[src/rtl/smac_pkg.sv]
`timescale 1ns/1ps
package smac_pkg;

    localparam int INSTR_W = 32;

    // Major opcode and sub-op codes; their bit positions are fixed by the core's decode.
    localparam logic [5:0] MAJ_MAC_REG = 6'h31;
    localparam logic [5:0] MAJ_MAC_IMM = 6'h13;
    localparam logic [5:0] MAJ_HI_RD   = 6'h06;
    localparam logic [3:0] SUB_ADD     = 4'h1;
    localparam logic [3:0] SUB_SUB     = 4'h2;

    typedef enum logic [2:0] {
        OP_NONE,
        OP_MAC,
        OP_MSB,
        OP_MACI,
        OP_READ,
        OP_LDHI
    } mac_op_e;

    typedef enum logic [1:0] {
        ST_IDLE,
        ST_MUL_A,
        ST_MUL_B
    } mac_state_e;

endpackage

[src/rtl/smac_decode.sv]
`timescale 1ns/1ps
module smac_decode
    import smac_pkg::*;
#(
    parameter int IMM_W = 16
) (
    input  logic [INSTR_W-1:0] instr,
    output mac_op_e            op,
    output logic [IMM_W-1:0]   imm
);

    logic unused_instr_bits;
    assign unused_instr_bits = ^instr[25:17];

    assign imm = instr[IMM_W-1:0];

    always_comb begin
        op = OP_NONE;
        unique case (instr[31:26])
            MAJ_MAC_REG: begin
                if (instr[3:0] == SUB_ADD)
                    op = OP_MAC;
                else if (instr[3:0] == SUB_SUB)
                    op = OP_MSB;
            end
            MAJ_MAC_IMM: op = OP_MACI;
            MAJ_HI_RD:   op = instr[16] ? OP_READ : OP_LDHI;
            default:     op = OP_NONE;
        endcase
    end

endmodule

[src/rtl/smac_mult.sv]
`timescale 1ns/1ps
module smac_mult #(
    parameter int DATA_W = 32
) (
    input  logic              clk,
    input  logic              load,
    input  logic [DATA_W-1:0] mul_a,
    input  logic [DATA_W-1:0] mul_b,
    output logic [DATA_W-1:0] prod
);

    // Stage one: operand capture. Stage two: truncated product.
    logic [DATA_W-1:0] a_q;
    logic [DATA_W-1:0] b_q;
    logic [DATA_W-1:0] prod_q;

    always_ff @(posedge clk) begin
        if (load) begin
            a_q <= mul_a;
            b_q <= mul_b;
        end
        prod_q <= a_q * b_q;
    end

    assign prod = prod_q;

endmodule

[src/rtl/smac_accum.sv]
`timescale 1ns/1ps
module smac_accum #(
    parameter int DATA_W = 32
) (
    input  logic              clk,
    input  logic              rst,
    input  logic              commit,
    input  logic              subtract,
    input  logic              clear,
    input  logic [DATA_W-1:0] prod,
    output logic [DATA_W-1:0] acc_hi,
    output logic [DATA_W-1:0] acc_lo
);

    localparam int ACC_W = 2 * DATA_W;

    logic [DATA_W-1:0] hi_q;
    logic [DATA_W-1:0] lo_q;
    logic [ACC_W-1:0]  cur;
    logic [ACC_W-1:0]  ext;
    logic [ACC_W-1:0]  nxt;

    assign cur = {hi_q, lo_q};
    assign ext = {{DATA_W{prod[DATA_W-1]}}, prod};
    assign nxt = subtract ? (cur - ext) : (cur + ext);

    always_ff @(posedge clk) begin
        if (rst || clear) begin
            hi_q <= '0;
            lo_q <= '0;
        end else if (commit) begin
            hi_q <= nxt[ACC_W-1:DATA_W];
            lo_q <= nxt[DATA_W-1:0];
        end
    end

    assign acc_hi = hi_q;
    assign acc_lo = lo_q;

endmodule

[src/rtl/smac_unit.sv]
`timescale 1ns/1ps
module smac_unit
    import smac_pkg::*;
#(
    parameter int DATA_W = 32,
    parameter int IMM_W  = 16
) (
    input  logic               clk,
    input  logic               rst,
    input  logic               issue_valid,
    output logic               issue_ready,
    input  logic [INSTR_W-1:0] instr_word,
    input  logic [DATA_W-1:0]  opnd_a,
    input  logic [DATA_W-1:0]  opnd_b,
    output logic               res_valid,
    output logic [DATA_W-1:0]  res_data
);

    localparam int PAD_W = DATA_W - IMM_W;

    mac_state_e        state_q;
    mac_state_e        state_d;
    mac_op_e           dec_op;
    logic [IMM_W-1:0]  dec_imm;
    logic              accept;
    logic              is_prod_op;
    logic              mul_load;
    logic              commit;
    logic              clear;
    logic              sub_q;
    logic [DATA_W-1:0] mul_b_sel;
    logic [DATA_W-1:0] prod;
    logic [DATA_W-1:0] acc_hi;
    logic [DATA_W-1:0] acc_lo;

    smac_decode #(.IMM_W(IMM_W)) u_dec (
        .instr (instr_word),
        .op    (dec_op),
        .imm   (dec_imm)
    );

    assign is_prod_op = (dec_op == OP_MAC) || (dec_op == OP_MSB) || (dec_op == OP_MACI);
    assign mul_b_sel  = (dec_op == OP_MACI) ? {{PAD_W{dec_imm[IMM_W-1]}}, dec_imm} : opnd_b;

    smac_mult #(.DATA_W(DATA_W)) u_mul (
        .clk   (clk),
        .load  (mul_load),
        .mul_a (opnd_a),
        .mul_b (mul_b_sel),
        .prod  (prod)
    );

    smac_accum #(.DATA_W(DATA_W)) u_acc (
        .clk      (clk),
        .rst      (rst),
        .commit   (commit),
        .subtract (sub_q),
        .clear    (clear),
        .prod     (prod),
        .acc_hi   (acc_hi),
        .acc_lo   (acc_lo)
    );

    // State register
    always_ff @(posedge clk) begin
        if (rst)
            state_q <= ST_IDLE;
        else
            state_q <= state_d;
    end

    // Next state
    always_comb begin
        state_d = state_q;
        unique case (state_q)
            ST_IDLE:  if (accept && is_prod_op) state_d = ST_MUL_A;
            ST_MUL_A: state_d = ST_MUL_B;
            ST_MUL_B: state_d = ST_IDLE;
            default:  state_d = ST_IDLE;
        endcase
    end

    // Outputs and control strobes
    always_comb begin
        issue_ready = 1'b0;
        commit      = 1'b0;
        unique case (state_q)
            ST_IDLE:  issue_ready = 1'b1;
            ST_MUL_A: issue_ready = 1'b0;
            ST_MUL_B: commit      = 1'b1;
            default:  issue_ready = 1'b0;
        endcase
        accept   = issue_valid && issue_ready;
        mul_load = accept && is_prod_op;
        clear    = accept && (dec_op == OP_READ);
    end

    // Registered result and subtract mode
    always_ff @(posedge clk) begin
        if (rst) begin
            res_valid <= 1'b0;
            res_data  <= '0;
            sub_q     <= 1'b0;
        end else begin
            res_valid <= accept && ((dec_op == OP_READ) || (dec_op == OP_LDHI));
            if (accept && dec_op == OP_READ)
                res_data <= acc_lo;
            else if (accept && dec_op == OP_LDHI)
                res_data <= {dec_imm, {PAD_W{1'b0}}};
            if (mul_load)
                sub_q <= (dec_op == OP_MSB);
        end
    end

endmodule

[config.mk]
export PLATFORM = sky130hd
export DESIGN_NAME = smac_unit
export DESIGN_NICKNAME = d
export VERILOG_FILES = /design/src/rtl/smac_pkg.sv /design/src/rtl/smac_decode.sv /design/src/rtl/smac_mult.sv /design/src/rtl/smac_accum.sv /design/src/rtl/smac_unit.sv
export SDC_FILE = /design/constraint.sdc
export NUM_CORES = 1
export LEC_CHECK = 0
export BUFFER_PORTS_ARGS = -buffer_cell sky130_fd_sc_hd__buf_2
export CAP_MARGIN = 40
export CORE_MARGIN = 8
export CORE_UTILIZATION = 44
export DETAILED_ROUTE_END_ITERATION = 16
export PLACE_DENSITY_LB_ADDON = 0.15
export SKIP_LAST_GASP = 1
export SYNTH_ARGS = -nofsm -noshare
export SYNTH_HDL_FRONTEND = slang
export SYNTH_SLANG_ARGS = --single-unit
[constraint.sdc]
create_clock -name clk -period 15.45 [get_ports clk]
set_input_delay 0.7725 -clock clk [delete_from_list [all_inputs] [get_ports clk]]
set_output_delay 0.7725 -clock clk [all_outputs]
set_load 0.05 [all_outputs]
Word-level counts from Yosys, hierarchy flattened
Index checks and enable logic that the tools add are counted.
{"block": "totals", "regBits": 196, "input_bits": 99, "out_inout_bits": 34, "wordCells": 48}
{"block": "classes", "addsub": 2, "n_mul": 1, "n_eq_ne": 13, "n_mux": 12, "n_reduce_logical": 11}
{"cell": "$mux 32", "count": 3}
{"cell": "$add 64x64->64", "count": 1}
{"cell": "$mux 64", "count": 1}
{"cell": "$sub 64x64->64", "count": 1}
{"cell": "$mul 32x32->32", "count": 1}
{"cell": "$pmux 3 s3", "count": 1}
{"cell": "$eq 3x2->1 const B", "count": 2}
{"cell": "$eq 3x3->1 const B", "count": 2}
{"cell": "$eq 6x3->1 const B", "count": 1}
{"cell": "$eq 6x5->1 const B", "count": 1}
{"cell": "$eq 6x6->1 const B", "count": 1}
{"cell": "$logic_and 1x1->1", "count": 5}
{"cell": "$eq 4x1->1 const B", "count": 1}
{"cell": "$eq 4x2->1 const B", "count": 1}
{"cell": "$logic_or 1x1->1", "count": 4}
{"cell": "$mux 2", "count": 2}
{"cell": "$pmux 2 s2", "count": 1}
{"cell": "$eq 3x1->1 const B", "count": 1}
{"cell": "$mux 1", "count": 3}
{"cell": "$mux 3", "count": 1}
{"cell": "$eq 2x1->1 const B", "count": 1}
{"cell": "$eq 2x2->1 const B", "count": 1}
{"cell": "$logic_not 2->1", "count": 1}
{"cell": "$ne 2x2->1 const B", "count": 1}
{"cell": "$reduce_bool 2->1", "count": 1}

Depth between registers and ports, before layout
Gate-level depths: netlist of the first run.
{"block": "depth", "word_depth": 10, "mapped_depth": 29, "mapped_depth_nobuf": 27}

By module
Synthesis of the first run repeated with hierarchy kept, for this count alone.
{"block": "unflattened", "cells_unflattened": 2995, "area_unflattened_um2": 27582.7}
{"mod": "smac_mult", "n_inst": 1, "cells_per_inst": 1809, "area_per_inst_um2": 18382.6, "seq_area_each_um2": 2562.5}
{"mod": "smac_accum", "n_inst": 1, "cells_per_inst": 936, "area_per_inst_um2": 7029.2, "seq_area_each_um2": 1281.2}
{"mod": "smac_unit", "n_inst": 1, "cells_per_inst": 222, "area_per_inst_um2": 1954.4, "seq_area_each_um2": 720.7}
{"mod": "smac_decode", "n_inst": 1, "cells_per_inst": 28, "area_per_inst_um2": 216.5, "seq_area_each_um2": 0.0}

Least setup slack after synthesis of the first run
OpenSTA, ideal clock, no wires.
{"block": "synth_path", "kind": "reg-to-reg", "startpoint": "register u_mul.b_q[3]", "endpoint": "register u_mul.prod_q[30] (netlist: u_mul.prod[30])", "setup_time_ps": 72, "t_arrival_ps": 6680, "t_required_ps": 15378, "setup_slack_ps": 8698, "path_stages_with_launch": 27, "path_buffers": 2, "period_less_slack_ps": 6752, "cell_sequence": "edfxtp_1 clkbuf_1 clkbuf_1 and2_1 fa_1 inv_1 fa_1 fa_1 fa_1 inv_1 fa_1 inv_1 fa_1 inv_1 fa_1 inv_1 fa_1 inv_1 ha_1 a2111o_1 a211oi_1 nor2_1 a311o_1 nand2_1 o311ai_0 a21oi_1 xnor2_1"}
{"block": "synth_between", "elab_chain_cells": 1}
{"element": "start: declaration", "line_no": "smac_mult.sv:14", "rtl": "logic [DATA_W-1:0] b_q;"}
{"element": "start signal: assignment", "line_no": "smac_mult.sv:20", "rtl": "b_q <= mul_b;"}
{"element": "$mul 32x32->32", "line_no": "smac_mult.sv:22", "rtl": "prod_q <= a_q * b_q;"}
{"element": "end signal: assignment", "line_no": "smac_mult.sv:22"}
{"element": "end: declaration", "line_no": "smac_mult.sv:15", "rtl": "logic [DATA_W-1:0] prod_q;"}
No other way between the ends.
A chain may end at the register's enable or synchronous reset.

Final worst setup path of the first run
{"block": "layout_path", "startpoint": "register u_mul.a_q[0]", "endpoint": "register u_mul.prod_q[25] (netlist: u_mul.prod[25])"}
{"block": "layout_between", "elab_chain_cells": 1}
{"element": "start: declaration", "line_no": "smac_mult.sv:13", "rtl": "logic [DATA_W-1:0] a_q;"}
{"element": "start signal: assignment", "line_no": "smac_mult.sv:19", "rtl": "a_q <= mul_a;"}
{"element": "$mul 32x32->32", "line_no": "smac_mult.sv:22"}
No other way between the ends.

==> summary.txt, run 1 <==
Place
  • Cell Area, Placed: approximately 25000 sq um
  • DPL Wire Length: between 40 and 50 mm
  • Port-buffer cells: 123
  • Placed Cells: 3275
  • Dpl ws: 8063 ps
  • GPL Wtd Cong: 0.9011

Cells and area
  • Ratio of cells with drive above 1 in the final layout: 8.782%
  • P&R area growth vs syn: 8.490%
  • Design area: 25480 sq um
  • Fillers: 5020
  • Final net count: 3269
  • Final Non-Filler Cells: 3308

Synthesis
  • Top cell type's share of synthesized area: 34.86%
  • Register area share after synthesis: 16.70%
  • Yosys top cell by area: fa_1
  • Avg Cell Area, Syn: roughly 9.2 sq um
  • #FFs+latches synth: 164
  • Yosys Warn Count: 0
  • Post-synth EDFFs: 64
  • Cells after Synth: 2545
  • Post-synthesis cell type count: 61
  • Synthesized cell area: 23490 sq um
  • Top cells by count, synth: inv_1, fa_1, nand2_1
  • Count leader, synth: inv_1
  • Ranking of synthesized cells by area: fa_1, dfxtp_1, ha_1
  • Net Count, Synth: 3208
  • Post-synth ARST share: 0%
  • Most used DFF post-synth: dfxtp_1

Clocking
  • Clk buf depth: 2
  • CTS tree: done
  • Clock root buffer: clkbuf_16
  • Resize count post-CTS: 0
  • CTS buffer count: 17
  • Clock-pin slew of the registers on the worst-case setup and hold paths: around 80 ps
  • CTS sink cnt: 164
  • Total setup buffers inserted after CTS: 0
  • Htree depth: 4
  • Worst-Skew Late Latency: 460 ps
  • Hold Buf Count CTS: 0

GRT
  • Met3 usage: 2.687%
  • Met2 usage: 36.09%
  • Initial antenna violation count: 4
  • Met1 Use GR: 27.70%
  • First-pass GRT wire length: just over 100 mm
  • Pin count of the biggest net entering global routing: 65
  • Vias in the first global route: about 19000
  • GRT busiest layer: met2
  • GRT Overall Usage: between 20% and 30%
  • Grt ovf: 0

Detailed routing
  • Vias per inst: 5.266
  • Initial drt markers: 1095
  • Drt total wl: between 60 and 70 mm
  • Drt pass-1 iters: 5
  • WL/cell: 18.88 um
  • Via count: between 15000 and 20000
  • DRC: 0
  • Post-DRT Antenna Nets: 0

Hold path
  • Hold Crit Class: reg2reg
  • Hold endpoint: res_data[4]
  • Hold path cells: 2
  • Hold_sp: res_data[4]

Worst setup path
  • Req. time, crit path: 15780 ps
  • CP top delay family: adder cells
  • FF-to-FF Start: u_mul.a_q[0]
  • WP depth: 22
  • R2R cell count: 22
  • Crit path max fanout: 18
  • Crit end category: register
  • Critical path arrival: slightly below 8000 ps
  • Worst path slowest cell: edfxtp_1
  • Delay of the slowest critical-path stage: 750 ps
  • Worst R2R End: u_mul.prod[25]
  • Setup CP Type: reg2reg
  • CP bufs+invs: 5
  • Most repeated library cell on the critical path: fa_1
  • FF-to-FF setup slack: 8020 ps
  • Setup crit start kind: register
  • CP cell instances: buf_4 -> and2_1 -> fa_1 -> fa_1 -> inv_1 -> fa_1 -> fa_1 -> inv_1 -> ha_1 -> ha_1 -> fa_1 -> inv_1 -> fa_1 -> inv_1 -> ha_1 -> nand4_1 -> o21ai_0 -> a31oi_1 -> o21ai_0 -> a21o_1 -> a21oi_1 -> xnor2_1

STA
  • Worst-margin pin slew: 931.9 ps
  • Hold Vio Cnt, Final: 0
  • Final period utilization: 48.07%
  • Fmax: 134.7 MHz
  • Final setup viols: 0
  • Max-slew headroom: a little under two fifths
  • Minimum clock period: between 7000 and 8000 ps
  • Pins over their slew limit: 0
  • Clock Skew: about 15 ps
  • Setup TNS: 0 ps
  • Final Worst Setup Slack: 8023 ps
  • Unrepaired setup endpoints after global routing: no

Power and ir drop
  • Total power: between 1.5 and 2 mW
  • Max rail drop VDD: around 85 uV
  • P per Cell Area: 68.60 nW/um^2
  • Pleak: 12.30 nW

Floorplanning
  • # IOs: roughly 130
  • Rows: 84
  • Die Y: 247.1 um
  • Initial core utilization: 44.61%
  • Total die area: 61040 sq um
  • Die span in x: 247.1 um
  • Floorplan Core Area: approximately 53000 sq um

Flow run
  • Maxcap violations: 0

Status
  • Status: finished clean
layout make-up:
type | instances | area (sq um) | area share [%]
clock inverter | 15 | 173.9 | 0.6824
sequential | 164 | 3924 | 15.40
antenna | 1 | 2.502 | 0.009819
timing repair buffer | 167 | 996.0 | 3.908
tap | 688 | 860.8 | 3.378
clock buffer | 17 | 425.4 | 1.669
inverter | 472 | 1772 | 6.952
multi-input combinational | 1784 | 17330 | 68.00
power breakdown:
part / internal, mW / total [mW] / leakage (nW) / switching (mW)
registers: 0.490 / 0.524 / 1.39 / 0.0342
logic: 0.357 / 0.791 / 10.6 / 0.434
clock network: 0.220 / 0.433 / 0.294 / 0.214
total: 1.07 / 1.75 / 12.3 / 0.682
worst max path at each step:
stage | startpoint | end
2_1_floorplan | u_mul.b_q[3] | u_mul.prod[30]
3_3_place_gp | u_mul.a_q[12] | u_mul.prod[30]
3_5_place_dp | u_mul.a_q[0] | u_mul.prod[25]
4_1_cts | u_mul.a_q[0] | u_mul.prod[25]
5_1_grt | u_mul.a_q[0] | u_mul.prod[25]
6_report | u_mul.a_q[0] | u_mul.prod[25]
kinds of logic (layout without fill, tap and decap cells):
logic type | Yosys count | after routing | synth area share (%)
compound gates | 266 | 266 | 7.196
flops | 164 | 164 | 16.70
mux | 34 | 34 | 1.523
fa+ha+maj | 564 | 564 | 43.11
buf+inv | 597 | 671 | 9.540
other cells | 0 | 1 | 0
xor+xnor | 141 | 141 | 5.289
simple gates | 779 | 779 | 16.63
worst min-delay path, delay by kind of cell (launching register included):
| family | cells | cell delay, ps |
|---|---|---|
| AO/OA/AOI/OAI | 1 | 50 |
| AND/OR/NAND/NOR | 1 | 50 |
| flip-flops | 1 | 310 |
stage by stage:
stage          utilization, %  hold WS [ps]
5_1_grt                 48.40         470.2
2_1_floorplan               -         436.5
3_5_place_dp            47.26         440.4
6_report                48.40         449.2
4_1_cts                 48.39         452.2
3_3_place_gp            47.07         439.9
state kept, by name, summed over array words and instances, names as in the netlist:
register	cells
u_mul.a_q	32
res_valid	1
state_q	2
res_data	32
sub_q	1
u_mul.b_q	32
u_mul.prod	32
u_acc.acc_lo	32
placed cells by master (no fill, tap or decap), types with 3 or more instances in the layout:
cell,instances
nor2b_1,5
inv_8,5
inv_6,4
mux2i_1,20
o21bai_1,7
nand2b_1,8
inv_1,471
a211oi_1,31
nor3_1,14
buf_4,39
and3_1,5
fa_1,409
nor4_1,5
nand2_1,335
buf_8,4
xnor2_1,115
a211o_1,4
buf_2,123
ha_1,155
a31oi_1,13
clkbuf_16,17
or4_1,6
nor2_1,61
o211ai_1,3
and2_1,280
o21a_1,8
a21oi_1,102
nor3b_1,4
edfxtp_1,64
a21o_1,49
nand3_1,30
o21ai_0,29
xor2_1,25
dfxtp_1,100
clkinv_8,3
nand4_1,7
mux2_2,14
layer usage:
metal | vias up | part of all wire [%]
li1 | 7939 | -
met1 | 8871 | 43
met2 | 473 | 49
met3 | 137 | 4.7
met4 | 0 | 3.0
met5 | - | 0
No activity file was read; power rests on OpenSTA's default activity.
==> inputs of run 2 (changes only) <==
==> constraint.sdc (replaced) <==
create_clock -name clk -period 6.6 [get_ports clk]
set_input_delay 0.33 -clock clk [delete_from_list [all_inputs] [get_ports clk]]
set_output_delay 0.33 -clock clk [all_outputs]
set_load 0.05 [all_outputs]
==> summary.txt, run 2 (synthesis gave the netlist of run 1 again) <==
Power and ir drop
  • Total power: 4.780 mW (+170%)
  • P per Cell Area: 171.8 nW/um^2 (+150%)
  • Pleak: 13.41 nW (+9.0%)
  • Max rail drop VDD: 310.0 uV (+260%)

Detailed routing
  • DRC: 0 (unchanged)
  • Vias per inst: 5.128 (-2.6%)
  • WL/cell: 19.22 um (+1.8%)
  • Post-DRT Antenna Nets: 0 (unchanged)
  • Initial drt markers: 1042 (-4.8%)
  • Drt total wl: 67.36 mm (+7.8%)
  • Drt pass-1 iters: 5 (unchanged)
  • Via count: 17970 (+3.2%)

STA
  • Final Worst Setup Slack: -167.9 ps (-8191 ps)
  • Worst-margin pin slew: 891.2 ps (-40.70 ps)
  • Pins over their slew limit: 0 (unchanged)
  • Fmax: 147.8 MHz (+9.7%)
  • Unrepaired setup endpoints after global routing: yes
  • Clock Skew: 18.26 ps (+3.480 ps)
  • Final setup viols: 8 (+8)
  • Hold Vio Cnt, Final: 0 (unchanged)
  • Minimum clock period: 6768 ps (-658.7 ps)
  • Final period utilization: 102.5% (+54 points)
  • Max-slew headroom: 40.59% (+2.7 points)
  • Final Hold Slack: 39.72 ps (-409.5 ps)

Cells and area
  • Fillers: 4829 (-3.8%)
  • Design area: 27820 sq um (+9.2%)
  • P&R area growth vs syn: 18.44%
  • Commonest cells after routing, fill and taps aside: inv_1, fa_1, nand2_1, and2_1, buf_4
  • Ratio of cells with drive above 1 in the final layout: 18.33% (+9.5 points)
  • Most common cell after layout, fill and taps aside: inv_1
  • Final net count: 3465 (+6.0%)

Floorplanning
  • Total die area: 61040 sq um (unchanged)
  • Initial core utilization: 44.61% (unchanged)
  • Floorplan Core Area: 52660 sq um (unchanged)
  • Rows: 84 (unchanged)
  • Die Y: 247.1 um (unchanged)
  • Die span in x: 247.1 um (unchanged)
  • # IOs: 133 (unchanged)

Place
  • DPL Wire Length: 56.73 mm (+16%)
  • GPL Wtd Cong: 0.9209 (+2.2%)
  • Port-buffer cells: 123 (unchanged)
  • Cell Area, Placed: 26360 sq um (+6.0%)

GRT
  • GRT Overall Usage: 22.80% (+1.7 points)
  • Initial antenna violation count: 3 (-1)
  • Grt ovf: 0 (unchanged)
  • First-pass GRT wire length: 107.4 mm (+5.8%)
  • Vias in the first global route: 19250 (+3.7%)
  • Pin count of the biggest net entering global routing: 65 (unchanged)

Clocking
  • Clock root buffer: clkbuf_16
  • Htree depth: 4 (unchanged)
  • CTS tree: done
  • Clock-pin slew of the registers on the worst-case setup and hold paths: 80 ps (about the same)
  • Hold Buf Count CTS: 0 (unchanged)
  • CTS sink cnt: 164 (unchanged)
  • Worst-Skew Late Latency: 460 ps (about the same)
  • CTS buffer count: 17 (unchanged)
  • Clk buf depth: 2 (unchanged)

Worst setup path
  • Crit path max fanout: 5 (-13)
  • Critical path arrival: 7110 ps (-650 ps)
  • Req. time, crit path: 6940 ps (-8840 ps)
  • Setup CP Type: reg2reg
  • Crit end category: register
  • Setup crit start kind: register

Hold path
  • Hold Crit Class: in2reg

Flow run
  • Maxcap violations: 0 (unchanged)

Status
  • Status: finished with violations
  • Failing checks: setup timing
[run 2: path summary, 6_finish.rpt]
path | startpoint | end | slack [ps] | cells past startpoint
max reg2reg | u_mul.a_q[17] | u_mul.prod[31] | -170 | 22
min | opnd_a[6] | u_mul.a_q[6] | 40 | 1
max | u_mul.a_q[17] | u_mul.prod[31] | -170 | 22
min reg2reg | res_data[6] | res_data[6] | 460 | 2
[run 2: what timing repair did]
item	4_1_cts	5_1_grt
setup endpoints to repair	13	18
pin swaps	38	87
gates resized for setup	40	86
buffers inserted	16	13
endpoints found under the hold margin	0	0
[run 2: per-layer routing]
metal	vias to the layer above	wire, um	GRT usage [%]
li1	8324	-	-
met1	9121	27470	28.36
met2	410	34510	40.15
met3	114	2617	2.773
met4	0	2753	8.642
met5	-	0	0
[run 2: where the power goes]
group / internal, mW / switching, mW / leakage, nW / total (mW)
combinational: 1.23 / 1.25 / 11.7 / 2.48
sequential: 1.15 / 0.0794 / 1.39 / 1.23
clock: 0.526 / 0.551 / 0.303 / 1.08
[run 2: metrics by stage]
stage	util, %	setup TNS, ps	instances	setup slack [ps]
after floorplan	-	0	2545	1.363
after global placement	50.03	-1334	3440	-237.2
after detailed placement	50.07	-2035	3442	-325.4
after CTS	51.78	-669.0	3490	-171.1
after global routing	52.84	-2980	3504	-391.3
final	52.84	-800.4	3504	-167.9
[run 2: layout make-up]
class | instances | area (sq um) | share of cell area (%)
clock inverter | 15 | 196.4 | 0.7061
multi-input combinational | 1784 | 17850 | 64.15
timing repair buffer | 363 | 2793 | 10.04
tap | 688 | 860.8 | 3.094
antenna | 1 | 2.502 | 0.008994
sequential | 164 | 3924 | 14.10
inverter | 472 | 1772 | 6.368
clock buffer | 17 | 425.4 | 1.529
[run 2: critical path, cell delays in order (launching register included)]
cell and delay [ps]:
edfxtp_1 570, buf_6 210, and2_4 150, fa_1 510
inv_1 50, fa_1 520, fa_1 460, fa_1 550
inv_1 50, fa_1 520, fa_1 460, fa_1 520
fa_1 440, ha_1 300, a21o_1 180, a21o_1 180
a21oi_2 180, o21ai_1 70, nor2b_1 140, a21oi_2 150
a21oi_2 90, a31oi_1 230, xnor2_1 100
